<file path="config.mk">
export PLATFORM = sky130hd
export DESIGN_NAME = twin_pred_stepper
export DESIGN_NICKNAME = d
export VERILOG_FILES = /design/src/rtl/twin_step_pkg.sv /design/src/rtl/elem_finder.sv /design/src/rtl/step_ctrl.sv /design/src/rtl/twin_pred_stepper.sv
export SDC_FILE = /design/constraint.sdc
export NUM_CORES = 1
export LEC_CHECK = 0
export BUFFER_PORTS_ARGS = -buffer_cell sky130_fd_sc_hd__buf_2
export CORE_AREA = 2 2 66 68
export CTS_CLUSTER_DIAMETER = 80
export DETAILED_ROUTE_END_ITERATION = 16
export DIE_AREA = 0 0 68 70
export PLACE_DENSITY = 0.76
export RECOVER_POWER = 100
export SYNTH_ARGS = -nofsm -noshare
export SYNTH_HDL_FRONTEND = slang
export SYNTH_SLANG_ARGS = --single-unit
</file>
<file path="constraint.sdc">
create_clock -name clk -period 2.99 [get_ports clk]
set_input_delay 0.4485 -clock clk [delete_from_list [all_inputs] [get_ports clk]]
set_output_delay 0.4485 -clock clk [all_outputs]
set_load 0.02 [all_outputs]
</file>
<file path="src/rtl/twin_step_pkg.sv">
package twin_step_pkg;
  typedef enum logic {
    SEQ_IDLE = 1'b0,
    SEQ_RUN  = 1'b1
  } seq_state_e;
endpackage

</file>
<file path="src/rtl/elem_finder.sv">
module elem_finder #(
  parameter int N         = 8,
  parameter int CW        = 4,
  parameter int IW        = 3,
  parameter bit SKIP_RUNS = 1'b1
) (
  input  logic [N-1:0]  mask,
  input  logic [CW-1:0] from,
  input  logic [CW-1:0] limit,
  output logic          hit,
  output logic [IW-1:0] idx,
  output logic          exhausted
);
  generate
    if (SKIP_RUNS) begin : g_ffs
      logic [N-1:0] live;
      for (genvar i = 0; i < N; i++) begin : g_win
        assign live[i] = mask[i] && (CW'(i) >= from) && (CW'(i) < limit);
      end
      always_comb begin
        hit = 1'b0;
        idx = '0;
        for (int i = N - 1; i >= 0; i--) begin
          if (live[i]) begin
            hit = 1'b1;
            idx = IW'(i);
          end
        end
      end
      assign exhausted = !hit;
    end else begin : g_walk
      logic at_bit;
      always_comb begin
        at_bit = 1'b0;
        for (int i = 0; i < N; i++) begin
          if (from == CW'(i)) at_bit = mask[i];
        end
      end
      assign hit       = (from < limit) && at_bit;
      assign idx       = from[IW-1:0];
      assign exhausted = (from >= limit);
    end
  endgenerate
endmodule

</file>
<file path="src/rtl/step_ctrl.sv">
module step_ctrl
  import twin_step_pkg::*;
#(
  parameter int N  = 8,
  parameter int CW = 4,
  parameter int IW = 3
) (
  input  logic          clk,
  input  logic          rst_n,
  input  logic          start,
  input  logic [CW-1:0] vl,
  input  logic [N-1:0]  src_mask,
  input  logic [N-1:0]  dst_mask,
  input  logic [CW-1:0] src_step_in,
  input  logic [CW-1:0] dst_step_in,
  input  logic          s_hit,
  input  logic [IW-1:0] s_idx,
  input  logic          s_exh,
  input  logic          d_hit,
  input  logic [IW-1:0] d_idx,
  input  logic          d_exh,
  output logic [N-1:0]  sm_q,
  output logic [N-1:0]  dm_q,
  output logic [CW-1:0] vl_q,
  output logic [CW-1:0] src_step,
  output logic [CW-1:0] dst_step,
  output logic          busy,
  output logic          pair_valid,
  output logic [IW-1:0] pair_src,
  output logic [IW-1:0] pair_dst,
  output logic          done,
  output logic          emit_ev,
  output logic          finish_ev
);
  localparam logic [CW-1:0] VL_MAX = CW'(N);

  seq_state_e state;

  function automatic logic [CW-1:0] next_after(input logic [IW-1:0] i);
    return CW'(i) + CW'(1);
  endfunction

  function automatic logic [CW-1:0] clamp_vl(input logic [CW-1:0] v);
    return (v > VL_MAX) ? VL_MAX : v;
  endfunction

  assign busy      = (state == SEQ_RUN);
  assign finish_ev = busy && (s_exh || d_exh);
  assign emit_ev   = busy && !finish_ev && s_hit && d_hit;

  always_ff @(posedge clk or negedge rst_n) begin
    if (!rst_n) begin
      state      <= SEQ_IDLE;
      sm_q       <= '0;
      dm_q       <= '0;
      vl_q       <= '0;
      src_step   <= '0;
      dst_step   <= '0;
      pair_valid <= 1'b0;
      pair_src   <= '0;
      pair_dst   <= '0;
      done       <= 1'b0;
    end else begin
      pair_valid <= 1'b0;
      done       <= 1'b0;
      case (state)
        SEQ_IDLE: begin
          if (start) begin
            state    <= SEQ_RUN;
            sm_q     <= src_mask;
            dm_q     <= dst_mask;
            vl_q     <= clamp_vl(vl);
            src_step <= src_step_in;
            dst_step <= dst_step_in;
          end
        end
        default: begin
          if (finish_ev) begin
            state    <= SEQ_IDLE;
            done     <= 1'b1;
            src_step <= '0;
            dst_step <= '0;
          end else if (emit_ev) begin
            pair_valid <= 1'b1;
            pair_src   <= s_idx;
            pair_dst   <= d_idx;
            src_step   <= next_after(s_idx);
            dst_step   <= next_after(d_idx);
          end else begin
            if (!s_hit) src_step <= src_step + CW'(1);
            if (!d_hit) dst_step <= dst_step + CW'(1);
          end
        end
      endcase
    end
  end
endmodule

</file>
<file path="src/rtl/twin_pred_stepper.sv">
module twin_pred_stepper #(
  parameter int MAXVL     = 8,
  parameter bit SKIP_RUNS = 1'b1,
  localparam int CW = $clog2(MAXVL + 1),
  localparam int IW = (MAXVL > 1) ? $clog2(MAXVL) : 1
) (
  input  logic             clk,
  input  logic             rst_n,
  input  logic             start,
  input  logic [CW-1:0]    vl,
  input  logic [MAXVL-1:0] src_mask,
  input  logic [MAXVL-1:0] dst_mask,
  input  logic [CW-1:0]    src_step_in,
  input  logic [CW-1:0]    dst_step_in,
  output logic             busy,
  output logic             pair_valid,
  output logic [IW-1:0]    pair_src,
  output logic [IW-1:0]    pair_dst,
  output logic             done,
  output logic [CW-1:0]    src_step,
  output logic [CW-1:0]    dst_step
);
  logic [MAXVL-1:0] sm_q, dm_q;
  logic [CW-1:0]    vl_q;
  logic             s_hit, s_exh, d_hit, d_exh;
  logic [IW-1:0]    s_idx, d_idx;
  logic             emit_ev, finish_ev;

  elem_finder #(.N(MAXVL), .CW(CW), .IW(IW), .SKIP_RUNS(SKIP_RUNS)) u_src_find (
    .mask(sm_q), .from(src_step), .limit(vl_q),
    .hit(s_hit), .idx(s_idx), .exhausted(s_exh)
  );

  elem_finder #(.N(MAXVL), .CW(CW), .IW(IW), .SKIP_RUNS(SKIP_RUNS)) u_dst_find (
    .mask(dm_q), .from(dst_step), .limit(vl_q),
    .hit(d_hit), .idx(d_idx), .exhausted(d_exh)
  );

  step_ctrl #(.N(MAXVL), .CW(CW), .IW(IW)) u_ctrl (
    .clk(clk), .rst_n(rst_n), .start(start), .vl(vl),
    .src_mask(src_mask), .dst_mask(dst_mask),
    .src_step_in(src_step_in), .dst_step_in(dst_step_in),
    .s_hit(s_hit), .s_idx(s_idx), .s_exh(s_exh),
    .d_hit(d_hit), .d_idx(d_idx), .d_exh(d_exh),
    .sm_q(sm_q), .dm_q(dm_q), .vl_q(vl_q),
    .src_step(src_step), .dst_step(dst_step), .busy(busy),
    .pair_valid(pair_valid), .pair_src(pair_src), .pair_dst(pair_dst),
    .done(done), .emit_ev(emit_ev), .finish_ev(finish_ev)
  );
endmodule

</file>
-- Word-level counts from Yosys, hierarchy flattened
Cells that the tools add are included.
- $add $sub $neg: 4
- bitwise logic cells: 2
- eq/ne operators: 2
- mux-type cells: 51
- reductions and logical operators: 45
- $lt $le $gt $ge: 25
- operators by type and width (operator ; count):
    2-to-1 mux 3 bit ; 16
    2-to-1 mux 4 bit ; 11
    logical AND 1 bit ; 36
    greater-or-equal comparator 3 x 4 -> 1 bit, first input constant ; 8
    2-to-1 mux 1 bit ; 24
    greater-or-equal comparator 1 x 4 -> 1 bit, first input constant ; 4
    greater-or-equal comparator 2 x 4 -> 1 bit, first input constant ; 4
    less-than comparator 3 x 4 -> 1 bit, first input constant ; 4
    adder 3 x 1 -> 4 bit, second input constant ; 2
    adder 4 x 1 -> 4 bit, second input constant ; 2
    less-than comparator 1 x 4 -> 1 bit, first input constant ; 2
    less-than comparator 2 x 4 -> 1 bit, first input constant ; 2
    inequality test 4 bit, second input constant ; 2
    AND reduction 2 bit ; 3
    > comparator 4 bit, second input constant ; 1
    logical NOT 1 bit ; 3
    AND reduction 3 bit ; 1
    NOT 1 bit ; 2
    nonzero test 2 bit ; 1
    logical OR 1 bit ; 1
- word-level logic and storage cells: 139
- bits in registers: 37
- output and inout bits: 17
- input port bits: 31

-- Longest topological paths before layout
- depth after elaboration: 21
- mapped depth: 13
- depth with buffers taken out: 10

-- Cells and area by module
Synthesis repeated with hierarchy kept, for this count alone.
- cells, all modules: 287
- area total of the unflattened synthesis: 2376.0 um^2
- modules (own cells, without submodules) (module ; area an instance (um^2) ; sequential area each (um^2) ; instances ; cells an instance):
    step_ctrl ; 1737.9 ; 925.9 ; 1 ; 189
    elem_finder ; 319.1 ; 0.0 ; 2 ; 49

-- Worst setup path after synthesis
OpenSTA, ideal clock, no wires.
- path kind: register to register
- from: register u_ctrl.src_step[3]
- to: register u_ctrl.dst_step[2]
- arrival time: 2.639 ns
- data required time: 2.907 ns
- cell stages (with the launch flop): 12
- path slack: 0.268 ns
- library setup time: 0.083 ns
- period minus slack after synthesis: 2.722 ns
- path buffers: 2
- path through: dfrtp_1 or3_4 o211a_1 a21bo_1 buf_6 or2_1 buf_6 a21o_2 ha_1 nor4_1 a21oi_1 o22ai_1
- longest elaborated chain between the ends: 21
- elaborated cells on any way between the ends: 44
- classes of those cells: order compare (8); eq/ne (1); mux (11); reduce/logical (24)
- ends and longest elaborated chain (element ; line ; text):
    from (decl) ; step_ctrl.sv:25 ; output logic [CW-1:0] src_step,
    from (signal assigned) ; step_ctrl.sv:73 ; src_step <= src_step_in;
    from (signal assigned) ; step_ctrl.sv:87 ; src_step <= next_after(s_idx);
    from (signal assigned) ; step_ctrl.sv:90 ; if (!s_hit) src_step <= src_step + CW'(1);
    greater-or-equal comparator 3 x 4 -> 1 bit ; elem_finder.sv:18 ; assign live[i] = mask[i] && (CW'(i) >= from) && (CW'(i) < limit);
    logical AND 1 bit (2 in series) ; elem_finder.sv:18 ;
    2-to-1 mux 1 bit (7 in series) ; elem_finder.sv:24 ; if (live[i]) begin
    2-to-1 mux 1 bit * ; elem_finder.sv:24 ;
    logical NOT 1 bit ; - ;
    logical OR 1 bit ; step_ctrl.sv:48 ; assign finish_ev = busy && (s_exh || d_exh);
    logical AND 1 bit ; step_ctrl.sv:48 ;
    logical NOT 1 bit ; step_ctrl.sv:49 ; assign emit_ev = busy && !finish_ev && s_hit && d_hit;
    logical AND 1 bit (3 in series) ; step_ctrl.sv:49 ;
    2-to-1 mux 4 bit ; step_ctrl.sv:83 ; end else if (emit_ev) begin
    2-to-1 mux 4 bit ; step_ctrl.sv:78 ; if (finish_ev) begin
    2-to-1 mux 4 bit ; step_ctrl.sv:66 ; case (state)
    to (signal assigned) ; step_ctrl.sv:74 ; dst_step <= dst_step_in;
    to (signal assigned) ; step_ctrl.sv:88 ; dst_step <= next_after(d_idx);
    to (signal assigned) ; step_ctrl.sv:91 ; if (!d_hit) dst_step <= dst_step + CW'(1);
    to (decl) ; step_ctrl.sv:26 ; output logic [CW-1:0] dst_step,
Every way passes the cells marked *; elsewhere a longest branch is shown, timed or not.
A chain may end at the register's enable or synchronous reset.

-- Worst setup path in the final report
Same ends and word-level chain as after synthesis.

==> metrics.md <==
| Metric | Value |
|---|---|
| Routed Antenna Nets | 0 |
| Slew margin rel. | -31.33% |
| Grt total ovfl | 0 |
| Failing checks | capacitance limit, slew limit |
| DRT Wirelength | approximately 4800 um |
| Leakage | 0.001188 uW |
| Fin cells | between 300 and 400 |
| Main combinational cell family by area after synthesis | simple AND/OR/NAND/NOR gates |
| Mapped Nets | 271 |
| Commonest non-fill, non-tap cell in the layout | nand2_1 |
| Iteration-0 DRC Markers | roughly 140 |
| Die area | between 0.004 and 0.005 mm^2 |
| Min-delay src | src_mask[3] |
| GR Util met3 | ~5.5% |
| Vias | ~1800 |
| Most frequent cells in the layout | nand2_1, dfrtp_1, buf_2 |
| P per Cell Area | 1146 mW/mm^2 |
| Post-DP HPWL | 3522 um |
| CP max FO | 9 |
| Post-synthesis compound-gate area fraction | between 10% and 20% |
| Synth Register Bits | 37 |
| Endpoint type of the worst setup path | register |
| Pre-antenna DRT Iters | 4 |
| Adder-Cell Fraction of Synth Area | between 1 and 1.5% |
| Area grow syn2layout | 14.68% |
| Die X | around 70 um |
| Post-CTS setup repair buffer count | 0 |
| Met1 usage | ~31% |
| Post-synthesis sequential area ratio | between 40% and 50% |
| CP startpoint kind | register |
| Fin. max-slew vios | 38 |
| Post-cts gate resize count | 0 |
| Post-layout minimum cycle time | approximately 2.7 ns |
| XOR/XNOR Fraction of Synth Area | 0.4127% |
| Global route hottest layer | met2 |
| Fill count | ~400 |
| Met2 Use GR | 33.33% |
| Initial antenna violation count | 0 |
| Total Routing Usage GR | 22.12% |
| Mux contribution to synthesized area | 4.481% |
| Sinks on Clock Net | 37 |
| First-pass GRT wire length | approximately 8000 um |
| Most used DFF post-synth | dfrtp_1 |
| Critical path launch point | u_ctrl.src_step[3] |
| Max-cap viol count | 1 |
| WL/cell | 14.20 um |
| Yosys cell types | 55 |
| Num CTS Buffers | 5 |
| Hold WC Path Type | in2reg |
| Worst-Skew Late Latency | approximately 0.30 ns |
| Place WS | between 0.2 and 0.3 ns |
| Core Footprint | about 0.0041 mm^2 |
| Fmax | ~360 MHz |
| CTS tree | done |
| Initial Util | around half |
| Final setup vio count | 0 |
| Cells after Synth | roughly 240 |
| Tcrit/Tclk final | slightly above 90% |
| Cts hold-fix bufs | 0 |
| Row count | 24 |
| Crit path arrival time | ~3.0 ns |
| Drt drc | 0 |
| GPL Wtd Cong | roughly 0.95 |
| Mapped Area | ~0.0021 mm^2 |
| Placed insts | between 300 and 400 |
| Nets | about 320 |
| Die height | roughly 70 um |
| Crit Path Category | reg2reg |
| Outcome | finished with violations |
| CTS HTree Levels | 2 |
| Setup_tns | 0 ns |
| Final Worst Setup Slack | approximately 0.24 ns |
| Synth warn | 0 |
| Post-Synth Simple-Gate Area | between 20 and 30% |
| CTS clk-pin slew, worst paths | ~0.07 ns |
| Count of input and output buffers | 47 |
| Via-per-instance ratio | between 5 and 6 |
| Largest net degree at the start of global routing | 38 |
| Worst EP required | about 3.2 ns |
| Post-synth EDFFs | 0 |
| Largest buffer count on any clock path | 2 |
| I/O Pins | 48 |
| Post-synth ARST share | 100.0% |
| Critical R2R Launch | u_ctrl.src_step[3] |
| Number of global-route vias before repair | ~1700 |
| Ant. Diodes | 0 |
| Peak VDD IR | between 0.0004 and 0.0005 V |
| Root buf cell | clkbuf_8 |
| Synth Area per Inst | 8.916 um^2 |
| Setup Skew | ~0.0066 ns |
| Final hold vios | 0 |
| Share of cells above drive strength 1 | approximately a fifth |
| Slew @ Worst Pin | ~2 ns |
| RSZ-0062 raised after global routing | false |
-- layer usage --
layer | share of wire [%] | wire (um) | vias to the layer above
li1 | - | - | 942
met1 | 46 | 2194 | 829
met2 | 47 | 2243 | 66
met3 | 5.9 | 282 | 6
met4 | 1.4 | 65 | 0
met5 | 0 | 0 | -
-- metrics by stage --
| step | power [uW] | hold WS, ns | area, um^2 | util, % |
|---|---|---|---|---|
| finish | 2790 | 0.3394 | 2434 | 58.73 |
| detailed placement | 2493 | 0.4563 | 2384 | 57.52 |
| CTS | 2855 | 0.2725 | 2470 | 59.60 |
| global route | 3056 | 0.3457 | 2434 | 58.73 |
| global placement | 2476 | 0.4542 | 2384 | 57.52 |
| floorplan | 2112 | 0.1529 | 2122 | - |
-- path summary, 6_finish.rpt --
kind                            slack [ns]                 end  depth (start not counted)
max in group asynchronous             1.02      u_ctrl.vl_q[3]                          1
min in group asynchronous             0.70  u_ctrl.src_step[2]                          1
worst max register to register        0.24  u_ctrl.dst_step[2]                         10
worst min register to register        0.47      u_ctrl.dm_q[0]                          2
worst max-delay path                  0.24  u_ctrl.dst_step[2]                         10
worst min-delay path                  0.34      u_ctrl.sm_q[3]                          3
-- final cells by class --
class	count	area [um^2]	area share, %
Tap cell	52	65.06	2.674
Inverter	3	11.26	0.4627
Multi-Input combinational cell	187	1112	45.71
Clock buffer	7	86.33	3.548
Timing Repair Buffer	51	231.5	9.512
Sequential cell	37	927.1	38.10
-- critical path, stage by stage (launching register included) --
cell      delay [ns]
dfrtp_1         0.46
nand2b_1        0.20
o32ai_1         0.37
a21boi_1        0.18
a21bo_1         0.28
or2_1           0.26
a21o_2          0.22
ha_1            0.20
nor4_1          0.27
a21oi_1         0.07
o22ai_1         0.15
-- flip-flops by register name (all words and copies together) (netlist names) --
name and flops:
u_ctrl.dm_q 8, u_ctrl.sm_q 8, u_ctrl.dst_step 4, u_ctrl.src_step 4, u_ctrl.vl_q 4, u_ctrl.pair_dst 3, u_ctrl.pair_src 3, u_ctrl.busy 1
u_ctrl.done 1, u_ctrl.pair_valid 1
-- power breakdown --
group,internal [uW],leakage (uW),switching (uW),total (uW)
clock,183,0.0000443,167,350
combinational,608,0.000678,879,1490
sequential,718,0.000466,235,953
total,1510,0.00119,1280,2790
-- Yosys cell counts, types with 3 or more instances --
cell type / instances / share of area [%]
nand3_1: 7 / 1.7
nand2_1: 61 / 11
a21oi_1: 9 / 2.1
mux2i_1: 8 / 3.8
nor2_1: 9 / 1.6
inv_1: 3 / 0.53
o21ai_0: 11 / 2.6
dfrtp_1: 37 / 44
nor3_1: 6 / 1.4
nor4_1: 3 / 0.88
buf_6: 3 / 1.6
nor2b_1: 5 / 1.5
clkbuf_1: 6 / 1.1
o32ai_1: 3 / 1.2
a31oi_1: 3 / 0.88
nand3b_1: 4 / 1.4
a21o_2: 7 / 2.9
nand2b_1: 5 / 1.5
o22ai_1: 3 / 0.88
-- kinds of logic after synthesis --
group | after synthesis
XOR/XNOR | 1
flip-flops | 37
multiplexers | 9
AO/OA/AOI/OAI | 59
buffers and inverters | 14
adder cells (fa/ha/maj) | 2
AND/OR/NAND/NOR | 116
No activity file was read; power rests on OpenSTA's default activity.
